$ cat src/rtl/ldst_fwd_pkg.sv
package ldst_fwd_pkg;

  localparam int unsigned LANE_BYTES = 8;
  localparam int unsigned LANE_W     = LANE_BYTES * 8;

  typedef enum logic [1:0] {
    CAUSE_NONE    = 2'd0,
    CAUSE_PARTIAL = 2'd1,
    CAUSE_PENDING = 2'd2
  } stall_cause_e;

  function automatic logic [3:0] size_bytes(input logic [1:0] code);
    return 4'd1 << code;
  endfunction

endpackage

$ cat src/rtl/ldst_fwd_range.sv
module ldst_fwd_range
  import ldst_fwd_pkg::*;
#(
  parameter int ADDR_W = 16
) (
  input  logic              st_live,
  input  logic [ADDR_W-1:0] ld_addr,
  input  logic [1:0]        ld_code,
  input  logic [ADDR_W-1:0] st_addr,
  input  logic [1:0]        st_code,
  output logic              overlap,
  output logic              contain,
  output logic [2:0]        offset
);

  localparam int EW = ADDR_W + 1;

  logic [EW-1:0] ld_lo, ld_hi, st_lo, st_hi, diff;

  // Ranges are [lo, hi); the extra bit keeps hi from wrapping.
  always_comb begin
    ld_lo   = {1'b0, ld_addr};
    st_lo   = {1'b0, st_addr};
    ld_hi   = ld_lo + EW'(size_bytes(ld_code));
    st_hi   = st_lo + EW'(size_bytes(st_code));
    overlap = st_live && (ld_lo < st_hi) && (st_lo < ld_hi);
    contain = overlap && (ld_lo >= st_lo) && (ld_hi <= st_hi);
    diff    = ld_lo - st_lo;
    offset  = diff[2:0];
  end

endmodule

$ cat src/rtl/ldst_fwd_pick.sv
module ldst_fwd_pick #(
  parameter int DEPTH = 4,
  localparam int IDX_W = (DEPTH > 1) ? $clog2(DEPTH) : 1
) (
  input  logic [DEPTH-1:0] cand,
  output logic             found,
  output logic [IDX_W-1:0] idx
);

  // The highest index is the youngest store, so later iterations win.
  always_comb begin
    found = 1'b0;
    idx   = '0;
    for (int i = 0; i < DEPTH; i++) begin
      if (cand[i]) begin
        found = 1'b1;
        idx   = IDX_W'(i);
      end
    end
  end

endmodule

$ cat src/rtl/ldst_fwd_extract.sv
module ldst_fwd_extract
  import ldst_fwd_pkg::*;
(
  input  logic [LANE_W-1:0] st_data,
  input  logic [2:0]        offset,
  input  logic [1:0]        ld_code,
  output logic [LANE_W-1:0] ld_data
);

  logic [LANE_W-1:0] shifted;

  always_comb begin
    shifted = st_data >> {offset, 3'b000};
    unique case (ld_code)
      2'd0:    ld_data = {56'd0, shifted[7:0]};
      2'd1:    ld_data = {48'd0, shifted[15:0]};
      2'd2:    ld_data = {32'd0, shifted[31:0]};
      default: ld_data = shifted;
    endcase
  end

endmodule

$ cat src/rtl/ldst_fwd_check.sv
module ldst_fwd_check
  import ldst_fwd_pkg::*;
#(
  parameter int ADDR_W = 16,
  parameter int DEPTH  = 4
) (
  input  logic                     clk,
  input  logic                     rst,
  input  logic                     ld_valid,
  input  logic [ADDR_W-1:0]        ld_addr,
  input  logic [1:0]               ld_size,
  input  logic [DEPTH-1:0]         q_valid,
  input  logic [DEPTH-1:0]         q_data_ok,
  input  logic [DEPTH*ADDR_W-1:0]  q_addr,
  input  logic [DEPTH*2-1:0]       q_size,
  input  logic [DEPTH*64-1:0]      q_data,
  output logic                     fwd_hit,
  output logic [63:0]              fwd_data,
  output logic                     ld_stall,
  output logic [1:0]               stall_cause
);

  localparam int IDX_W = (DEPTH > 1) ? $clog2(DEPTH) : 1;

  logic [ADDR_W-1:0] e_addr [DEPTH];
  logic [1:0]        e_size [DEPTH];
  logic [LANE_W-1:0] e_data [DEPTH];
  logic [2:0]        e_off  [DEPTH];
  logic [DEPTH-1:0]  e_overlap, e_contain;

  for (genvar g = 0; g < DEPTH; g++) begin : g_entry
    assign e_addr[g] = q_addr[g*ADDR_W +: ADDR_W];
    assign e_size[g] = q_size[g*2 +: 2];
    assign e_data[g] = q_data[g*LANE_W +: LANE_W];

    ldst_fwd_range #(.ADDR_W(ADDR_W)) range_i (
      .st_live (q_valid[g]),
      .ld_addr (ld_addr),
      .ld_code (ld_size),
      .st_addr (e_addr[g]),
      .st_code (e_size[g]),
      .overlap (e_overlap[g]),
      .contain (e_contain[g]),
      .offset  (e_off[g])
    );
  end

  logic             sel_found;
  logic [IDX_W-1:0] sel_idx;

  ldst_fwd_pick #(.DEPTH(DEPTH)) pick_i (
    .cand  (e_overlap),
    .found (sel_found),
    .idx   (sel_idx)
  );

  logic [LANE_W-1:0] sel_bytes;

  ldst_fwd_extract extract_i (
    .st_data (e_data[sel_idx]),
    .offset  (e_off[sel_idx]),
    .ld_code (ld_size),
    .ld_data (sel_bytes)
  );

  logic              nxt_hit, nxt_stall;
  stall_cause_e      nxt_cause;
  logic [LANE_W-1:0] nxt_data;

  always_comb begin
    nxt_hit   = 1'b0;
    nxt_stall = 1'b0;
    nxt_cause = CAUSE_NONE;
    nxt_data  = '0;
    if (ld_valid && sel_found) begin
      if (!e_contain[sel_idx]) begin
        nxt_stall = 1'b1;
        nxt_cause = CAUSE_PARTIAL;
      end else if (!q_data_ok[sel_idx]) begin
        nxt_stall = 1'b1;
        nxt_cause = CAUSE_PENDING;
      end else begin
        nxt_hit  = 1'b1;
        nxt_data = sel_bytes;
      end
    end
  end

  stall_cause_e cause_q;

  always_ff @(posedge clk) begin
    if (rst) begin
      fwd_hit  <= 1'b0;
      ld_stall <= 1'b0;
      cause_q  <= CAUSE_NONE;
      fwd_data <= '0;
    end else begin
      fwd_hit  <= nxt_hit;
      ld_stall <= nxt_stall;
      cause_q  <= nxt_cause;
      fwd_data <= nxt_data;
    end
  end

  assign stall_cause = cause_q;

  AST_HIT_STALL_EXCL: assert property (@(posedge clk) disable iff (rst)
    !(fwd_hit && ld_stall));
  AST_CAUSE_MATCH: assert property (@(posedge clk) disable iff (rst)
    ld_stall == (stall_cause != 2'd0));
  AST_IDLE_QUIET: assert property (@(posedge clk) disable iff (rst)
    !ld_valid |=> (!fwd_hit && !ld_stall && fwd_data == 64'd0));
  AST_NO_DATA_WITHOUT_HIT: assert property (@(posedge clk) disable iff (rst)
    !fwd_hit |-> fwd_data == 64'd0);
  AST_BYTE_ZERO_FILL: assert property (@(posedge clk) disable iff (rst)
    (ld_valid && ld_size == 2'd0) |=> fwd_data[63:8] == 56'd0);
  AST_EMPTY_QUEUE_PASS: assert property (@(posedge clk) disable iff (rst)
    (ld_valid && q_valid == '0) |=> (!fwd_hit && !ld_stall));

endmodule

$ cat config.mk
export PLATFORM = sky130hd
export DESIGN_NAME = ldst_fwd_check
export DESIGN_NICKNAME = d
export VERILOG_FILES = /design/src/rtl/ldst_fwd_pkg.sv /design/src/rtl/ldst_fwd_range.sv /design/src/rtl/ldst_fwd_pick.sv /design/src/rtl/ldst_fwd_extract.sv /design/src/rtl/ldst_fwd_check.sv
export SDC_FILE = /design/constraint.sdc
export NUM_CORES = 1
export LEC_CHECK = 0
export BUFFER_PORTS_ARGS = -buffer_cell sky130_fd_sc_hd__buf_2
export CAP_MARGIN = 30
export CORE_AREA = 2 2 163 165
export DETAILED_ROUTE_END_ITERATION = 8
export DIE_AREA = 0 0 165 167
export PLACE_DENSITY_LB_ADDON = 0.12
export SETUP_SLACK_MARGIN = 0.4
export SLEW_MARGIN = 10
export SYNTH_ARGS = -nofsm -noshare
export SYNTH_HDL_FRONTEND = slang
export SYNTH_SLANG_ARGS = --single-unit
$ cat constraint.sdc
create_clock -name clk -period 8 [get_ports clk]
set_clock_uncertainty 0.2 [all_clocks]
set_input_delay 0.4 -clock clk [delete_from_list [all_inputs] [get_ports clk]]
set_output_delay 0.4 -clock clk [all_outputs]
set_load 0.1 [all_outputs]
Yosys cells after proc, flatten, opt, wreduce, memory -nomap -nowiden
Index checks and enable logic that the tools add are counted.
{"block": "word_totals", "regBits": 68, "out_inout_bits": 68, "elab_cells": 88}
{"block": "classes", "n_shift": 6, "n_eq_ne": 2, "n_reduce_logical": 21, "magnitude_cmp": 18, "n_mux": 23, "n_addsub": 9, "bitwise": 4}
{"op": "$pmux 64 s3", "n": 1}
{"op": "$lt 16x17->1", "n": 8}
{"op": "$bmux 64 s2", "n": 1}
{"op": "$mux 64", "n": 2}
{"op": "$add 16x4->17", "n": 5}
{"op": "$le 17x17->1", "n": 4}
{"op": "$ge 16x16->1", "n": 4}
{"op": "$shr 64x6->64", "n": 1}
{"op": "$shl 1x2->4 const A", "n": 5}
{"op": "$logic_and 1x1->1", "n": 17}
{"op": "$sub 3x3->3", "n": 4}
{"op": "$mux 1", "n": 11}
{"op": "$bmux 3 s2", "n": 1}
{"op": "$mux 2", "n": 3}
{"op": "$mux 3", "n": 2}
{"op": "$bmux 1 s2", "n": 2}
{"op": "$reduce_or 4->1", "n": 1}
{"op": "$ge 3x3->1 const B", "n": 1}
{"op": "$lt 2x3->1 const B", "n": 1}
{"op": "$not 1->1", "n": 3}
{"op": "$not 2->3", "n": 1}
{"op": "$reduce_or 3->1", "n": 1}
{"op": "$eq 2x1->1 const B", "n": 1}
{"op": "$eq 2x2->1 const B", "n": 1}
{"op": "2 further kinds", "n": 2}

Longest topological paths before layout
Gate-level depths: netlist of run 1.
{"block": "logic_depth", "depth_word": 14, "ltp_mapped": 28}

Hierarchy
Synthesis of run 1 repeated with hierarchy kept, for this count alone.
{"block": "unflattened", "cells_unflattened": 1645, "hier_area_um2": 14705.4}
{"mod": "ldst_fwd_range (g_entry[2].range_i ...)", "instances": 2, "area_each_um2": 2298.5, "cells_per_inst": 291}
{"mod": "ldst_fwd_check", "instances": 1, "area_each_um2": 3727.3, "cells_per_inst": 244}
{"mod": "ldst_fwd_range (g_entry[1].range_i)", "instances": 1, "area_each_um2": 2322.2, "cells_per_inst": 292}
{"mod": "ldst_fwd_range (g_entry[0].range_i)", "instances": 1, "area_each_um2": 2254.7, "cells_per_inst": 286}
{"mod": "ldst_fwd_extract", "instances": 1, "area_each_um2": 1780.5, "cells_per_inst": 237}
{"mod": "ldst_fwd_pick", "instances": 1, "area_each_um2": 23.8, "cells_per_inst": 4}

Worst setup path after synthesis of run 1
Ideal clock, no wire load.
{"block": "synth_timing", "path_kind": "input to register", "start": "input port ld_size[1]", "end": "register fwd_data[24]", "n_path_buf": 2, "arrival_time_ns": 5.126, "setup_slack_ns": 2.553, "required_time_ns": 7.678, "path_stages": 22, "cell_sequence": "or2_2 inv_1 ha_1 fa_1 a21o_1 a21oi_2 nor2_1 and3_1 xor2_1 inv_1 ha_1 nand4_1 or4_1 o221ai_1 a32oi_4 mux2_4 o221ai_4 buf_2 clkbuf_1 o21ai_0 a221oi_1 nor2_1"}
{"block": "synth_via", "elab_chain_len": 13, "word_cells_on_any_way": 50}
{"element": "start, declared", "line_no": "ldst_fwd_check.sv:11", "text": "input logic [1:0] ld_size,"}
{"element": "$shl 1x2->4", "line_no": "ldst_fwd_pkg.sv:13", "text": "return 4'd1 << code;"}
{"element": "$add 16x4->17", "line_no": "ldst_fwd_range.sv:24", "text": "ld_hi = ld_lo + EW'(size_bytes(ld_code));"}
{"element": "$lt 16x17->1", "line_no": "ldst_fwd_range.sv:26", "text": "overlap = st_live && (ld_lo < st_hi) && (st_lo < ld_hi);"}
{"element": "$logic_and 1x1->1", "line_no": "ldst_fwd_range.sv:26"}
{"element": "$mux 1", "line_no": "ldst_fwd_pick.sv:15", "text": "if (cand[i]) begin"}
{"element": "$mux 2 (2 in series)", "line_no": "ldst_fwd_pick.sv:15"}
{"element": "$not 2->3 (implied by the code)", "line_no": "ldst_fwd_check.sv:60, ldst_fwd_check.sv:61"}
{"element": "$bmux 64 s2 or $bmux 3 s2 (tied branches)", "line_no": "ldst_fwd_check.sv:60, ldst_fwd_check.sv:61"}
{"element": "$mux 64 (implied by the code) or $mux 3 (tied branches) (2 in series)", "line_no": "ldst_fwd_check.sv:60, ldst_fwd_check.sv:61"}
{"element": "$shr 64x6->64", "line_no": "ldst_fwd_extract.sv:13", "text": "shifted = st_data >> {offset, 3'b000};"}
{"element": "$pmux 64 s3", "line_no": "ldst_fwd_extract.sv:14", "text": "unique case (ld_code)"}
{"element": "end signal, assigned", "line_no": "ldst_fwd_check.sv:101", "text": "fwd_data <= nxt_data;"}
{"element": "end, declared", "line_no": "ldst_fwd_check.sv:18", "text": "output logic [63:0] fwd_data,"}
Parallel ways exist; a longest one is shown, timed or not. The select of a mux whose other input is x is not followed.
A chain may end at the register's enable or synchronous reset.

Worst setup path in the final report of run 1
{"block": "layout_timing", "start": "input port ld_size[1]", "end": "register fwd_data[7]"}
{"block": "layout_via", "elab_chain_len": 13, "word_cells_on_any_way": 47}
{"element": "$shl 1x2->4 *", "line_no": "ldst_fwd_pkg.sv:13"}
{"element": "$add 16x4->17 *", "line_no": "ldst_fwd_range.sv:24"}
{"element": "$lt 16x17->1", "line_no": "ldst_fwd_range.sv:26"}
{"element": "$logic_and 1x1->1", "line_no": "ldst_fwd_range.sv:26"}
{"element": "$mux 1", "line_no": "ldst_fwd_pick.sv:15"}
{"element": "$mux 2 (2 in series)", "line_no": "ldst_fwd_pick.sv:15"}
{"element": "$not 2->3 (implied by the code)", "line_no": "ldst_fwd_check.sv:60, ldst_fwd_check.sv:61"}
{"element": "$bmux 64 s2 or $bmux 3 s2 (tied branches)", "line_no": "ldst_fwd_check.sv:60, ldst_fwd_check.sv:61"}
{"element": "$mux 64 (implied by the code) or $mux 3 (tied branches) (2 in series)", "line_no": "ldst_fwd_check.sv:60, ldst_fwd_check.sv:61"}
{"element": "$shr 64x6->64", "line_no": "ldst_fwd_extract.sv:13"}
{"element": "$pmux 64 s3", "line_no": "ldst_fwd_extract.sv:14"}
Mark *: on every way between the ends. The rest lies on a longest branch, timed or not. The select of a mux whose other input is x is not followed.

==> impl_metrics.py, run 1 <==
metrics = {
    "clocking": {
        "cts_buffers": 9,
        "post_cts_resized": 0,
        "h-tree-depth": 3,
        "holdBufCountCts": 0,
        "cts_setup_buffers": 0,
        "cts_sinks": 68,
        "cts_tree": "done",
        "clockBufferDepth": 2,
        "clk_pin_slew_ns": 0.06,
        "root_buffer": "clkbuf_16",
    },
    "sta": {
        "slew_headroom": 0.296,
        "tightestPinTransition_ns": 1.06,
        "rsz0062_at_grt": "false",
        "slew_violations": 0,
        "holdWs_ns": 0.207,
        "hold_viol": 0,
        "finalCriticalPeriod_ns": 6.66,
        "finalSetupViolCount": 0,
        "fmaxAchievable_mhz": 150,
        "fin_crit_sh": 0.833,
        "setup_tns_ns": 0,
        "final.setup.worst_slack_ns": 1.34,
    },
    "synthesis": {
        "synthTopCellsByArea": "ha_1 (26%), dfxtp_1 (10%), mux2i_1 (5.8%)",
        "synth.avg_cell_area_um2": 8.02,
        "yosysSeqAreaShare": 0.104,
        "synth_cell_types": 84,
        "yosysMostFrequentCell": "ha_1",
        "netlist_instances": 1632,
        "ys_top_cells_by_count": "ha_1 (272), nand2_1 (128), a21oi_1 (120)",
        "synthArstFlopShare": 0,
        "synth-edff-count": 0,
        "ys.flop_type": "dfxtp_1",
        "yosys.area.top_type": "ha_1",
        "syn_nets": 2270,
        "ys_ff_latch": 68,
        "synth.top_cell.area_share": 0.260,
        "ys_warn_count": 0,
        "syn_area_um2": 13100,
    },
    "finish": {
        "regArea_um2": 1360,
        "final_cell_area_um2": 15900,
        "nFillCells": 2407,
        "area.growth.synth_to_final_pct": 21.8,
        "layout-drive-gt1-share": 0.268,
        "nets": 2684,
        "multi_input_area_um2": 10900,
    },
    "place": {
        "place_area_um2": 15600,
        "gp_congestion": 1.12,
        "hpwl_um": 53300,
        "pre_cts_slack_ns": 1.16,
        "port_buffers": 424,
    },
    "floorplanning": {
        "die_area_um2": 27600,
        "initial_core_util": 0.508,
        "num_rows": 59,
        "io_pins": 425,
        "die_h_um": 167,
        "core_um2": 25800,
        "die_width_um": 165,
    },
    "route": {
        "vias": 15500,
        "viasPerCell": 6.45,
        "drt_iter0_markers": 1453,
        "dr.pass1.iters": 6,
        "drt_wl_total_um": 64400,
        "wl_per_cell_um": 26.8,
        "drtAntennaViolNets": 0,
        "route.detailed.drc": 0,
    },
    "worst_setup_path": {
        "critical_path_class": "in -> reg",
        "required_ns": 8.04,
        "cp-start-kind": "input pin",
        "path_max_fanout": 39,
        "cpPeakStageDelay_ns": 0.90,
        "critPathCaptureType": "flop",
        "slowest_stage": "o221a_2",
        "critPathArrivalTime_ns": 6.70,
    },
    "power": {
        "power-per-cell-area_nw_per_um2": 149,
        "switching_share": 0.513,
        "peakVddDrop_mv": 0.120,
        "pwr-share-clk": 0.171,
        "combPwrFrac": 0.683,
        "power_frac_seq": 0.145,
        "p_leak_nw": 8.01,
        "switchingPower_mw": 1.22,
        "p_total_mw": 2.38,
        "intPower_mw": 1.16,
    },
    "global_routing": {
        "grt_pass1_vias": 15100,
        "grt_util_all_layers": 0.455,
        "gr-total-overflow": 0,
        "grt_pass1_wl_um": 92700,
        "grt_max_degree": 57,
        "antenna_found_initial": 21,
    },
    "min_path": {
        "min_path_cells": 3,
        "holdPathEnd": "fwd_data[29]",
        "hp-class": "in -> reg",
        "hp-start": "ld_size[1]",
    },
    "run": {
        "drv_cap": 0,
    },
    "run_status": {
        "status": "finished, final reports clean",
    },
}
state kept, by name (all words and copies together) (netlist names):
| signal | flops |
|---|---|
| fwd_data | 64 |
| fwd_hit | 1 |
| ld_stall | 1 |
| stall_cause | 2 |
worst max path at each step:
| stage | cells past startpoint | from | end |
|---|---|---|---|
| 2_1_floorplan | 22 | ld_size[1] | fwd_data[24] |
| 3_3_place_gp | 25 | ld_size[1] | fwd_data[7] |
| 3_5_place_dp | 25 | ld_size[1] | fwd_data[7] |
| 4_1_cts | 25 | ld_size[1] | fwd_data[7] |
| 5_1_grt | 25 | ld_size[1] | fwd_data[7] |
| 6_report | 25 | ld_size[1] | fwd_data[7] |
through the flow:
step	std cells	utilization
2_1_floorplan	1632	-
6_report	2400	0.619
5_1_grt	2391	0.618
4_1_cts	2385	0.617
3_5_place_dp	2369	0.606
3_3_place_gp	2369	0.606
layout make-up:
cell class / count / share of cell area
inverters: 113 / 0.0266
repair buffers: 465 / 0.154
clock inverters: 7 / 0.00479
clock buffers: 9 / 0.0141
diodes: 14 / 0.00220
multi-input cells: 1389 / 0.687
flip-flops and latches: 68 / 0.0854
well taps: 335 / 0.0263
cell families (layout without fill, tap and decap cells):
kind of cell	after synthesis	in the layout	share of synthesized area
AOI/OAI and AO/OA	477	477	0.255
and+or+nand+nor	460	460	0.179
adders and majority gates	281	281	0.274
buffers and inverters	175	594	0.0614
muxes	99	99	0.0782
xor gates and xnor gates	72	72	0.0482
DFF	68	68	0.104
other	0	14	0
placed cells by master, fill, tap and decap left out, types with 10 or more instances in the layout:
| cell | count |
|---|---|
| buf_2 | 424 |
| ha_1 | 272 |
| nand2_1 | 128 |
| a21oi_1 | 119 |
| inv_1 | 111 |
| nor2_1 | 107 |
| mux2i_1 | 76 |
| o21ai_0 | 75 |
| dfxtp_1 | 68 |
| a21o_1 | 64 |
| xnor2_1 | 58 |
| buf_4 | 38 |
| nand3_1 | 37 |
| o221ai_1 | 36 |
| nand4_1 | 34 |
| a211oi_1 | 31 |
| nor3_1 | 28 |
| nor2b_1 | 27 |
| mux2_2 | 22 |
| o211ai_1 | 21 |
| nand2b_1 | 20 |
| diode_2 | 14 |
| and3_1 | 14 |
| xor2_1 | 14 |
| o21a_1 | 12 |
| nor3_2 | 12 |
| o22ai_1 | 10 |
metal layers:
| layer | up-vias | GRT usage | routed length [um] |
|---|---|---|---|
| met2 | 955 | 0.740 | 29300 |
| li1 | 6981 | - | - |
| met4 | 4 | 0.308 | 5170 |
| met5 | - | 0.00364 | 28 |
| met1 | 7260 | 0.499 | 23100 |
| met3 | 284 | 0.147 | 6780 |
power groups by stage:
stage	Clock (mW)	Sequential [mW]	Combinational, mW
after floorplan	0	0.384	0.960
after global placement	0	0.353	1.54
after detailed placement	0	0.353	1.56
after CTS	0.402	0.345	1.56
after global routing	0.418	0.346	1.72
final	0.407	0.346	1.62
worst max-delay path: cells and delay by family:
family / cells / cell delay (ns)
AO/OA/AOI/OAI: 11 / 3.29
XOR/XNOR: 1 / 0.41
adder cells (fa/ha/maj): 2 / 0.45
buffers and inverters: 5 / 0.94
AND/OR/NAND/NOR: 6 / 1.17
(Power assumes the default switching activity.)
==> run 2: changes to the inputs <==
--- a/config.mk
+++ b/config.mk
@@ -7,9 +7,9 @@
 export LEC_CHECK = 0
 export BUFFER_PORTS_ARGS = -buffer_cell sky130_fd_sc_hd__buf_2
 export CAP_MARGIN = 30
-export CORE_AREA = 2 2 163 165
+export CORE_MARGIN = 2
+export CORE_UTILIZATION = 48
 export DETAILED_ROUTE_END_ITERATION = 8
-export DIE_AREA = 0 0 165 167
 export PLACE_DENSITY_LB_ADDON = 0.12
 export SETUP_SLACK_MARGIN = 0.4
 export SLEW_MARGIN = 10
==> constraint.sdc (replaced) <==
create_clock -name clk -period 5.7 [get_ports clk]
set_clock_uncertainty 0.2 [all_clocks]
set_input_delay 0.285 -clock clk [delete_from_list [all_inputs] [get_ports clk]]
set_output_delay 0.285 -clock clk [all_outputs]
set_load 0.1 [all_outputs]
==> impl_metrics.py, run 2 (synthesis results as in run 1) <==
metrics = {
    "sta": {
        "slew_violations": 0,
        "hold_viol": 0,
        "rsz0062_at_grt": "true",
        "setup_tns_ns": 0,
        "finalCriticalPeriod_ns": 5.24,
        "holdWs_ns": 0.118,
        "tightestPinTransition_ns": 0.912,
        "slew_headroom": 0.391,
        "fmaxAchievable_mhz": 191,
        "finalSetupViolCount": 0,
        "fin_crit_sh": 0.920,
    },
    "power": {
        "p_leak_nw": 9.16,
        "power-per-cell-area_nw_per_um2": 214,
        "peakVddDrop_mv": 0.168,
    },
    "global_routing": {
        "grt_max_degree": 34,
        "grt_pass1_wl_um": 97800,
        "antenna_found_initial": 8,
        "grt_util_all_layers": 0.459,
        "gr-total-overflow": 0,
        "grt_pass1_vias": 16600,
    },
    "run": {
        "drv_cap": 0,
    },
    "worst_setup_path": {
        "cp-start-kind": "input pin",
        "slowest_stage": "or4_4",
        "required_ns": 5.73,
        "critPathArrivalTime_ns": 5.27,
        "path_max_fanout": 11,
        "cpPeakStageDelay_ns": 0.56,
        "critPathCaptureType": "flop",
        "critical_path_class": "in -> reg",
    },
    "floorplanning": {
        "die_width_um": 169,
        "die_h_um": 169,
        "io_pins": 425,
        "num_rows": 60,
        "die_area_um2": 28600,
        "core_um2": 26900,
        "initial_core_util": 0.487,
    },
    "min_path": {
        "min_path_cells": 3,
        "hp-class": "in -> reg",
    },
    "finish": {
        "final_common_cell": "buf_2",
        "layout-drive-gt1-share": 0.374,
        "area.growth.synth_to_final_pct": 39.6,
        "layout_common_cells": "buf_2 (423), ha_1 (263), buf_4 (219)",
        "largest_reg_flops": 64,
        "regMostFlops": "fwd_data",
        "nets": 2890,
        "nFillCells": 2219,
    },
    "route": {
        "wl_per_cell_um": 26.6,
        "dr.pass1.iters": 6,
        "drtAntennaViolNets": 0,
        "drt_iter0_markers": 1891,
        "vias": 16900,
        "drt_wl_total_um": 69200,
        "viasPerCell": 6.50,
        "route.detailed.drc": 0,
    },
    "clocking": {
        "h-tree-depth": 3,
        "cts_sinks": 68,
        "cts_buffers": 9,
        "clk_pin_slew_ns": 0.06,
        "root_buffer": "clkbuf_16",
        "cts_tree": "done",
        "clockBufferDepth": 2,
        "holdBufCountCts": 0,
    },
    "place": {
        "hpwl_um": 58100,
        "gp_congestion": 1.10,
        "port_buffers": 424,
    },
    "run_status": {
        "status": "finished, final reports clean",
    },
}
==> run 2: through the flow <==
step | utilization | area [um2] | worst slack, ns | total power [mW] | std cells
CTS | 0.658 | 17700 | 0.401 | 3.70 | 2574
global route | 0.679 | 18300 | 0.263 | 4.05 | 2602
finish | 0.680 | 18300 | 0.458 | 3.90 | 2604
global placement | 0.634 | 17000 | -0.348 | 3.01 | 2547
floorplan | - | 13100 | 0.433 | 1.89 | 1632
detailed placement | 0.634 | 17000 | -0.512 | 3.05 | 2547
==> run 2: worst max-delay path: cells and delay by family <==
kind,cells,cell delay (ns)
AO/OA/AOI/OAI,8,1.52
AND/OR/NAND/NOR,7,1.58
XOR/XNOR,1,0.19
multiplexers,2,0.55
buffers and inverters,6,0.70
adder cells (fa/ha/maj),2,0.42
==> run 2: where the power goes <==
part | total, mW | switching, mW | internal (mW) | leakage [nW]
Sequential | 0.485 | 0.00347 | 0.482 | 0.548
Combinational | 2.85 | 1.63 | 1.22 | 8.47
Clock | 0.569 | 0.230 | 0.339 | 0.139
Total | 3.90 | 1.86 | 2.04 | 9.16
==> run 2: timing repair <==
action / 4_1_cts / 5_1_grt
gates resized for setup: 51 / 82
setup endpoints to repair: 64 / 65
setup buffers: 10 / 24
gates cloned: 1 / 0
pin swaps: 10 / 25
hold endpoints to repair: 0 / 0
==> run 2: layout make-up <==
cell class | instances | area (um2) | area share
timing repair buffer | 671 | 4250 | 0.233
clock inverter | 6 | 63.8 | 0.00349
tap | 341 | 427 | 0.0234
sequential | 68 | 1360 | 0.0745
inverter | 113 | 427 | 0.0234
multi-input combinational | 1389 | 11500 | 0.629
antenna | 6 | 15.0 | 0.000822
clock buffer | 10 | 229 | 0.0125
==> run 2: metal layers <==
| layer | vias up | wire, um | track usage |
|---|---|---|---|
| met3 | 393 | 5750 | 0.0772 |
| li1 | 7375 | - | - |
| met2 | 1162 | 32300 | 0.795 |
| met1 | 7997 | 24800 | 0.503 |
| met5 | - | 0 | 0 |
| met4 | 0 | 6330 | 0.348 |
==> run 2: worst paths after layout <==
path              slack, ns        from             end
hold / removal         0.12    ld_valid  stall_cause[0]
setup / recovery       0.46  ld_size[1]    fwd_data[18]
